<file path="src/rtl/cop_muldiv.sv">
module cop_muldiv #(
  parameter int W = 16
) (
  input  logic         clk,
  input  logic         rst_n,
  input  logic         mode_we,
  input  logic [6:0]   mode_in,
  input  logic         issue,
  input  logic [W-1:0] op_a,
  input  logic [W-1:0] op_b,
  output logic [W-1:0] res_out,
  output logic         div_err
);
  localparam int RW = 2 * W;

  logic [6:0]    mode_q;
  logic [RW-1:0] acc_q, acc_d;
  logic          err_d;

  wire [3:0] opc = mode_q[3:0];
  wire       hi_sel = (mode_q[6:4] == 3'd1);
  wire       bz = (op_b == '0);

  wire [RW-1:0] ua = {{W{1'b0}}, op_a};
  wire [RW-1:0] ub = {{W{1'b0}}, op_b};
  wire [RW-1:0] sa = {{W{op_a[W-1]}}, op_a};
  wire [RW-1:0] sb = {{W{op_b[W-1]}}, op_b};
  wire [RW-1:0] uprod = ua * ub;
  wire [RW-1:0] sprod = sa * sb;

  wire [RW-1:0] ud = bz ? RW'(1) : ub;
  wire [RW-1:0] sd = bz ? RW'(1) : sb;
  wire [RW-1:0] uq = ua / ud;
  wire [RW-1:0] ur = ua % ud;
  wire signed [RW-1:0] sq = $signed(sa) / $signed(sd);
  wire signed [RW-1:0] sr = $signed(sa) % $signed(sd);

  always_comb begin
    acc_d = acc_q;
    err_d = div_err;
    if (issue) begin
      case (opc)
        4'h0: begin acc_d = '0; err_d = 1'b0; end
        4'h1: acc_d = ub;
        4'h2: acc_d = {op_a, op_b};
        4'h4: acc_d = uprod;
        4'h5: acc_d = sprod;
        4'h7: acc_d = acc_q + sprod;
        4'h8: begin
          if (bz) begin acc_d = '1; err_d = 1'b1; end
          else acc_d = {ur[W-1:0], uq[W-1:0]};
        end
        4'h9: begin
          if (bz) begin acc_d = '1; err_d = 1'b1; end
          else acc_d = {sr[W-1:0], sq[W-1:0]};
        end
        default: ;
      endcase
    end
  end

  always_ff @(posedge clk or negedge rst_n) begin
    if (!rst_n) begin
      mode_q  <= '0;
      acc_q   <= '0;
      div_err <= 1'b0;
    end else begin
      if (mode_we) mode_q <= mode_in;
      acc_q   <= acc_d;
      div_err <= err_d;
    end
  end

  assign res_out = hi_sel ? acc_q[RW-1:W] : acc_q[W-1:0];

  assert_mode_load_R1: assert property (@(posedge clk) disable iff (!rst_n)
    mode_we |=> mode_q == $past(mode_in));
  assert_mode_hold_R1: assert property (@(posedge clk) disable iff (!rst_n)
    !mode_we |=> $stable(mode_q));
  assert_clear_R3: assert property (@(posedge clk) disable iff (!rst_n)
    issue && opc == 4'h0 |=> acc_q == '0 && !div_err);
  assert_load16_R4: assert property (@(posedge clk) disable iff (!rst_n)
    issue && opc == 4'h1 |=> acc_q[RW-1:W] == '0 && acc_q[W-1:0] == $past(op_b));
  assert_load32_R5: assert property (@(posedge clk) disable iff (!rst_n)
    issue && opc == 4'h2 |=> acc_q == {$past(op_a), $past(op_b)});
  assert_readback_R6: assert property (@(posedge clk) disable iff (!rst_n)
    issue && opc == 4'h3 |=> $stable(acc_q));
  assert_divzero_R11: assert property (@(posedge clk) disable iff (!rst_n)
    issue && (opc == 4'h8 || opc == 4'h9) && bz |=> acc_q == '1 && div_err);
  assert_sticky_R11: assert property (@(posedge clk) disable iff (!rst_n)
    div_err && !(issue && opc == 4'h0) |=> div_err);
  assert_reserved_R12: assert property (@(posedge clk) disable iff (!rst_n)
    issue && (opc == 4'h6 || opc >= 4'hA) |=> $stable(acc_q) && $stable(div_err));
  assert_idle_R12: assert property (@(posedge clk) disable iff (!rst_n)
    !issue |=> $stable(acc_q) && $stable(div_err));
endmodule

</file>
<file path="config.mk">
export PLATFORM = sky130hd
export DESIGN_NAME = cop_muldiv
export DESIGN_NICKNAME = d
export VERILOG_FILES = /design/src/rtl/cop_muldiv.sv
export SDC_FILE = /design/constraint.sdc
export NUM_CORES = 2
export LEC_CHECK = 0
export CAP_MARGIN = 40
export CORE_ASPECT_RATIO = 0.6
export CORE_MARGIN = 3
export CORE_UTILIZATION = 55
export CTS_BUF_LIST = sky130_fd_sc_hd__clkbuf_8
export CTS_CLUSTER_DIAMETER = 200
export DETAILED_ROUTE_END_ITERATION = 16
export DONT_BUFFER_PORTS = 1
export GPL_TIMING_DRIVEN = 0
export PLACE_DENSITY = 0.7
export SLEW_MARGIN = 25
export SYNTH_ARGS = -nofsm -noshare
export SYNTH_HDL_FRONTEND = slang
export SYNTH_SLANG_ARGS = --single-unit
export TNS_END_PERCENT = 20
</file>
<file path="constraint.sdc">
create_clock -name clk -period 15.3 [get_ports clk]
set_clock_uncertainty 0.2 [all_clocks]
set_input_delay 0.765 -clock clk [delete_from_list [all_inputs] [get_ports clk]]
set_output_delay 0.765 -clock clk [all_outputs]
set_load 0.01 [all_outputs]
</file>
== Yosys cells after proc, flatten, opt, wreduce, memory -nomap -nowiden ==
Index checks and enable logic that the tools add are counted.

* Flip-flop bits (word level): 40

* Add/sub/neg operators: 1
* Multiply operators: 2
* Divide/modulo/power cells: 4
* Equal/unequal tests: 9
* Muxes and demuxes: 8
* Reduce and logical (&&, ||, !) cells: 7

{| class="wikitable"
|+ Operators with widths
! kind !! number
|-
| 32-bit one-hot mux with 8 select lines || 1
|-
| 32-bit 2-to-1 mux || 3
|-
| 16-bit by 16-bit multiplier with 32-bit output || 2
|-
| 32-bit adder || 1
|-
| 16-bit by 32-bit divider with 32-bit output || 1
|-
| 32-bit by 32-bit divider with 32-bit output || 1
|-
| 16-bit by 32-bit modulo with 32-bit output || 1
|-
| 32-bit by 32-bit modulo with 32-bit output || 1
|-
| 16-bit 2-to-1 mux || 2
|-
| 16-bit logical NOT || 1
|-
| 4-bit by 3-bit equality test with 1-bit output, second input constant || 3
|-
| 4-bit equality test, second input constant || 2
|-
| 8-bit nonzero test || 1
|-
| 4-bit by 1-bit equality test with 1-bit output, second input constant || 1
|-
| 4-bit by 2-bit equality test with 1-bit output, second input constant || 1
|-
| 4-bit logical NOT || 1
|-
| 3-bit by 1-bit equality test with 1-bit output, second input constant || 1
|-
| 3-bit AND reduction || 1
|-
| 2-bit by 1-bit != test with 1-bit output, second input constant || 1
|-
| 1-bit one-hot mux with 2 select lines || 1
|-
| 2-bit AND reduction || 1
|-
| 2-bit nonzero test || 1
|-
| 2-bit OR reduction || 1
|-
| 1-bit 2-to-1 mux || 1
|}

== Depth between registers and ports, before layout ==
* Depth in word-level cells: 5
* Mapped depth: 623
* Depth with buffers taken out: 597

== Worst setup path before layout ==
No wires, ideal clock.

* Path type: input to register
* Start: input port op_b[1]
* End: register acc_q[29]
* Library setup time: 0.142 ns
* Data arrival time: 118.499 ns
* Data required time: 14.958 ns
* Setup slack: -103.541 ns
* Stages on the path: 604
* Cell sequence: clkbuf_1 -> inv_1 -> and3_1 -> a21oi_1 -> ha_1 -> nand3_1 -> or3_1 -> o31ai_1 -> xnor2_1 -> and3_1 -> and2_1 -> and3_1 -> and2_1 -> and3_1 -> nand4_1 -> inv_1 -> and3_1 -> ha_1 -> (+568 left out) -> a21o_1 -> a21o_1 -> a21o_1 -> o21ai_0 -> nand2b_1 -> a21oi_1 -> o31ai_1 -> a221oi_1 -> inv_2 -> mux2_2 -> nor3_1 -> nand4_1 -> or3_1 -> o21ai_0 -> xnor2_1 -> nand2_1 -> a221oi_1 -> o221ai_1

* Longest elaborated chain between the ends: 5
* Elaborated cells on any way between the ends: 11
* Classes of those cells: add/sub: 1; mul: 2; div: 2; mux: 5; reduce/logical: 1

{| class="wikitable"
|+ RTL lines
! element !! line !! RTL
|-
| from (decl) || 10 || <nowiki>input logic [W-1:0] op_b,</nowiki>
|-
| 16-bit logical NOT || 22 || <nowiki>wire bz = (op_b == '0);</nowiki>
|-
| 32-bit 2-to-1 mux or 16-bit 2-to-1 mux (tied branches) || 32, 31 ||
|-
| 32-bit by 32-bit modulo with 32-bit output or 16-bit by 32-bit modulo with 32-bit output (tied branches) || 36, 34 ||
|-
| 32-bit 2-to-1 mux (on tied branches) || 54, 50 ||
|-
| 32-bit one-hot mux with 8 select lines * || 42 || <nowiki>case (opc)</nowiki>
|-
| to (signal assigned) || 65 || <nowiki>acc_q <= '0;</nowiki>
|-
| to (signal assigned) || 69 || <nowiki>acc_q <= acc_d;</nowiki>
|-
| to (decl) || 17 || <nowiki>logic [RW-1:0] acc_q, acc_d;</nowiki>
|}

Every way passes the cells marked *; elsewhere a longest branch is shown, timed or not.
A chain may end at the register's enable or synchronous reset.

== Worst setup path after layout ==
* Start: input port op_b[4]
* End: register acc_q[27]

Same word-level chain as after synthesis.

==> metrics <==
status finished with violations; failing checks setup timing; grt total ovfl 0; Die Y 267.7 um; area delta synth->final 22.53%; WP data required 15.33 ns; Pre-antenna DRT Iters 9; initial antenna violation count 19; CP Launch Type input port; vias in the first global route 65,940; PortBufs 0; main flop type after synthesis dfrtp_1; Worst path slowest cell nor4_4; WP depth 629; DR WL/cell 23.15 um; WP buf/inv 95; IO Count 60; drt drc 0; Synth top area share 0.2208; Final Slew Violations 0; maximum clock path buffer count 2; crit-path leading delay family compound AO/OA/AOI/OAI gates; Core Rows 95; DIE AREA 0.1184 sq mm; type of the worst setup path in2reg; number of enable flip-flop cells after synthesis 0; post-synthesis cell count 8,258; min cycle time layout 113.68 ns; Worst-path clk slew 0.11 ns; post-route ant nets 0; 1st-iter DRT viols 8,773; most frequent cells in the layout ha_1 (1,051), buf_4 (912), nor2_1 (716); Yosys Warn Count 0; placed cell areas 0.06716 sq mm; Clk Latency, worst-skew pair 0.33 ns; H-tree depth 2; Total Wirelength 253.4 mm; root cell of the clock tree clkbuf_8; # setup viols final 32; final worst slack -98.38 ns; CP startpoint op_b[4]; final count of hold timing violations 0; via density per instance 6.563; end of the critical path acc_q[27]; hold crit path type in2async; Yosys reg bits 40; Initial Utilization 0.5577; TritonCTS clock tree done; reg2reg setup slack 8.19 ns; clock sinks 40; fillers 8,961; Crit path arrival time 113.71 ns; layout cells sized above 1 0.2133; CORE AREA 0.1126 sq mm; r2r endpoint acc_q[31]; fin crit share 7.430; Achievable Freq 0.008797 GHz; cell taking the most area after synthesis ha_1; max cap viols 0; vias 71,840; CP Max Fanout 10; unrepaired setup endpoints after global routing true; top cells by area, synth ha_1 (22%), fa_1 (12%), o21a_1 (7.3%); register area share after synthesis 0.01595; first-pass GRT wire length 369.0 mm; Syn Std Cell Area 0.06278 sq mm; Mean Syn Cell Area 7.602 sq um; nets 10,950; RR Startpoint acc_q[1]; crit-path most repeated cell o21a_1; count of different cell masters after synthesis 125; largest net degree at the start of global routing 41; type of destination of the critical path flip-flop; Worst Reg-to-Reg Cells 37; commonest non-fill, non-tap cell in the layout ha_1; DP HPWL 185.4 mm; Overall Global Routing Usage 0.3865; CTS buffer count 5; worst rel slew slack 0.3302; RePlAce Congestion 1.021; Worst Tran Pin Value 0.9837 ns; Die W 442.2 um; Worst path max stage delay 0.47 ns; post-synthesis async set-or-reset flop share 1.000; fin area 0.07692 sq mm
metal layers:
metal,global-route usage,share of wire,vias to the layer above,routed length [um]
met3,0.1061,0.14,1111,35580
met4,0.1382,0.054,4,13730
met5,0,0.000091,-,23
li1,-,-,32360,-
met2,0.5501,0.38,4624,97210
met1,0.5539,0.42,33740,106800
area by class of cell:
class                   count  area (sq um)  area share
repair buffers           1000          8205      0.1067
plain buffers             251          1564     0.02033
flip-flops and latches     40          1001     0.01301
inverters                 544          2073     0.02695
clock inverters             3         46.29   0.0006019
multi-input cells        7584         62040      0.8066
well taps                1503          1881     0.02445
diodes                     16         40.04   0.0005205
clock buffers               5         68.82   0.0008947
through the flow:
step	cells	worst slack [ns]	hold slack, ns	utilization	setup TNS [ns]
floorplan	8424	-92.42	0.2694	-	-2939.34
global placement	9927	-108.36	0.2737	0.5857	-3448.42
detailed placement	10000	-106.64	0.2736	0.5967	-3393.88
CTS	10710	-96.25	0.09005	0.6597	-3062.65
global route	10940	-101.77	0.08114	0.6833	-3238.45
finish	10950	-98.38	0.07436	0.6833	-3129.71
Yosys cell counts, types with 19 or more instances:
cell	number
xor2_1	132
a21boi_0	26
a21oi_1	392
a21o_1	159
nor3_1	645
ha_1	1108
a221oi_1	27
a211oi_1	33
nand2b_1	97
o21ai_0	348
and3_1	36
xnor2_1	242
mux2_2	355
nand4_1	101
a31oi_1	35
a211o_1	19
inv_1	533
buf_1	32
mux2i_1	66
or4_1	19
clkbuf_1	207
or3_1	55
o31ai_1	259
o21ai_1	19
fa_1	369
nor4_1	38
nand2_1	700
nor2b_1	86
dfrtp_1	40
nor2_1	759
o21a_1	614
or2_2	78
o211ai_1	31
nand3_1	78
o21bai_1	57
and2_1	121
sequential cells by signal, summed over array words and instances (netlist names):
signal and count:
acc_q 32, mode_q 7, div_err 1
repair_timing:
action | CTS | global route
endpoints found under the hold margin | 40 | 0
pin swaps | 416 | 526
hold buffers | 1 | 0
gates cloned | 1 | 0
gates resized for setup | 330 | 234
setup endpoints to repair | 32 | 32
setup buffers | 699 | 217
worst register-to-register path, delay by kind of cell, from the launching register on:
kind	cells	cell delay (ns)
fa+ha+maj	1	0.31
compound gates	32	5.70
xor+xnor	1	0.14
simple gates	3	0.22
flops	1	0.43
how the worst min path moves through the flow:
stage / startpoint / to / slack (ns)
finish: rst_n / acc_q[19] / 0.07
global route: rst_n / acc_q[27] / 0.08
CTS: rst_n / acc_q[19] / 0.09
detailed placement: rst_n / acc_q[28] / 0.27
global placement: rst_n / acc_q[28] / 0.27
floorplan: rst_n / acc_q[0] / 0.27
kinds of logic after synthesis:
| group | count (synthesis) | synth area share |
|---|---|---|
| AND/OR/NAND/NOR | 2896 | 0.2209 |
| AO/OA/AOI/OAI | 2241 | 0.2481 |
| adder cells (fa/ha/maj) | 1477 | 0.3385 |
| buffers and inverters | 800 | 0.04857 |
| multiplexers | 428 | 0.07566 |
| XOR/XNOR | 374 | 0.05218 |
| flip-flops | 40 | 0.01595 |
| other | 2 | 0.0001196 |
Power is not shown: default switching activity piles up to over one toggle a cycle in this logic, so the estimate is an artifact.
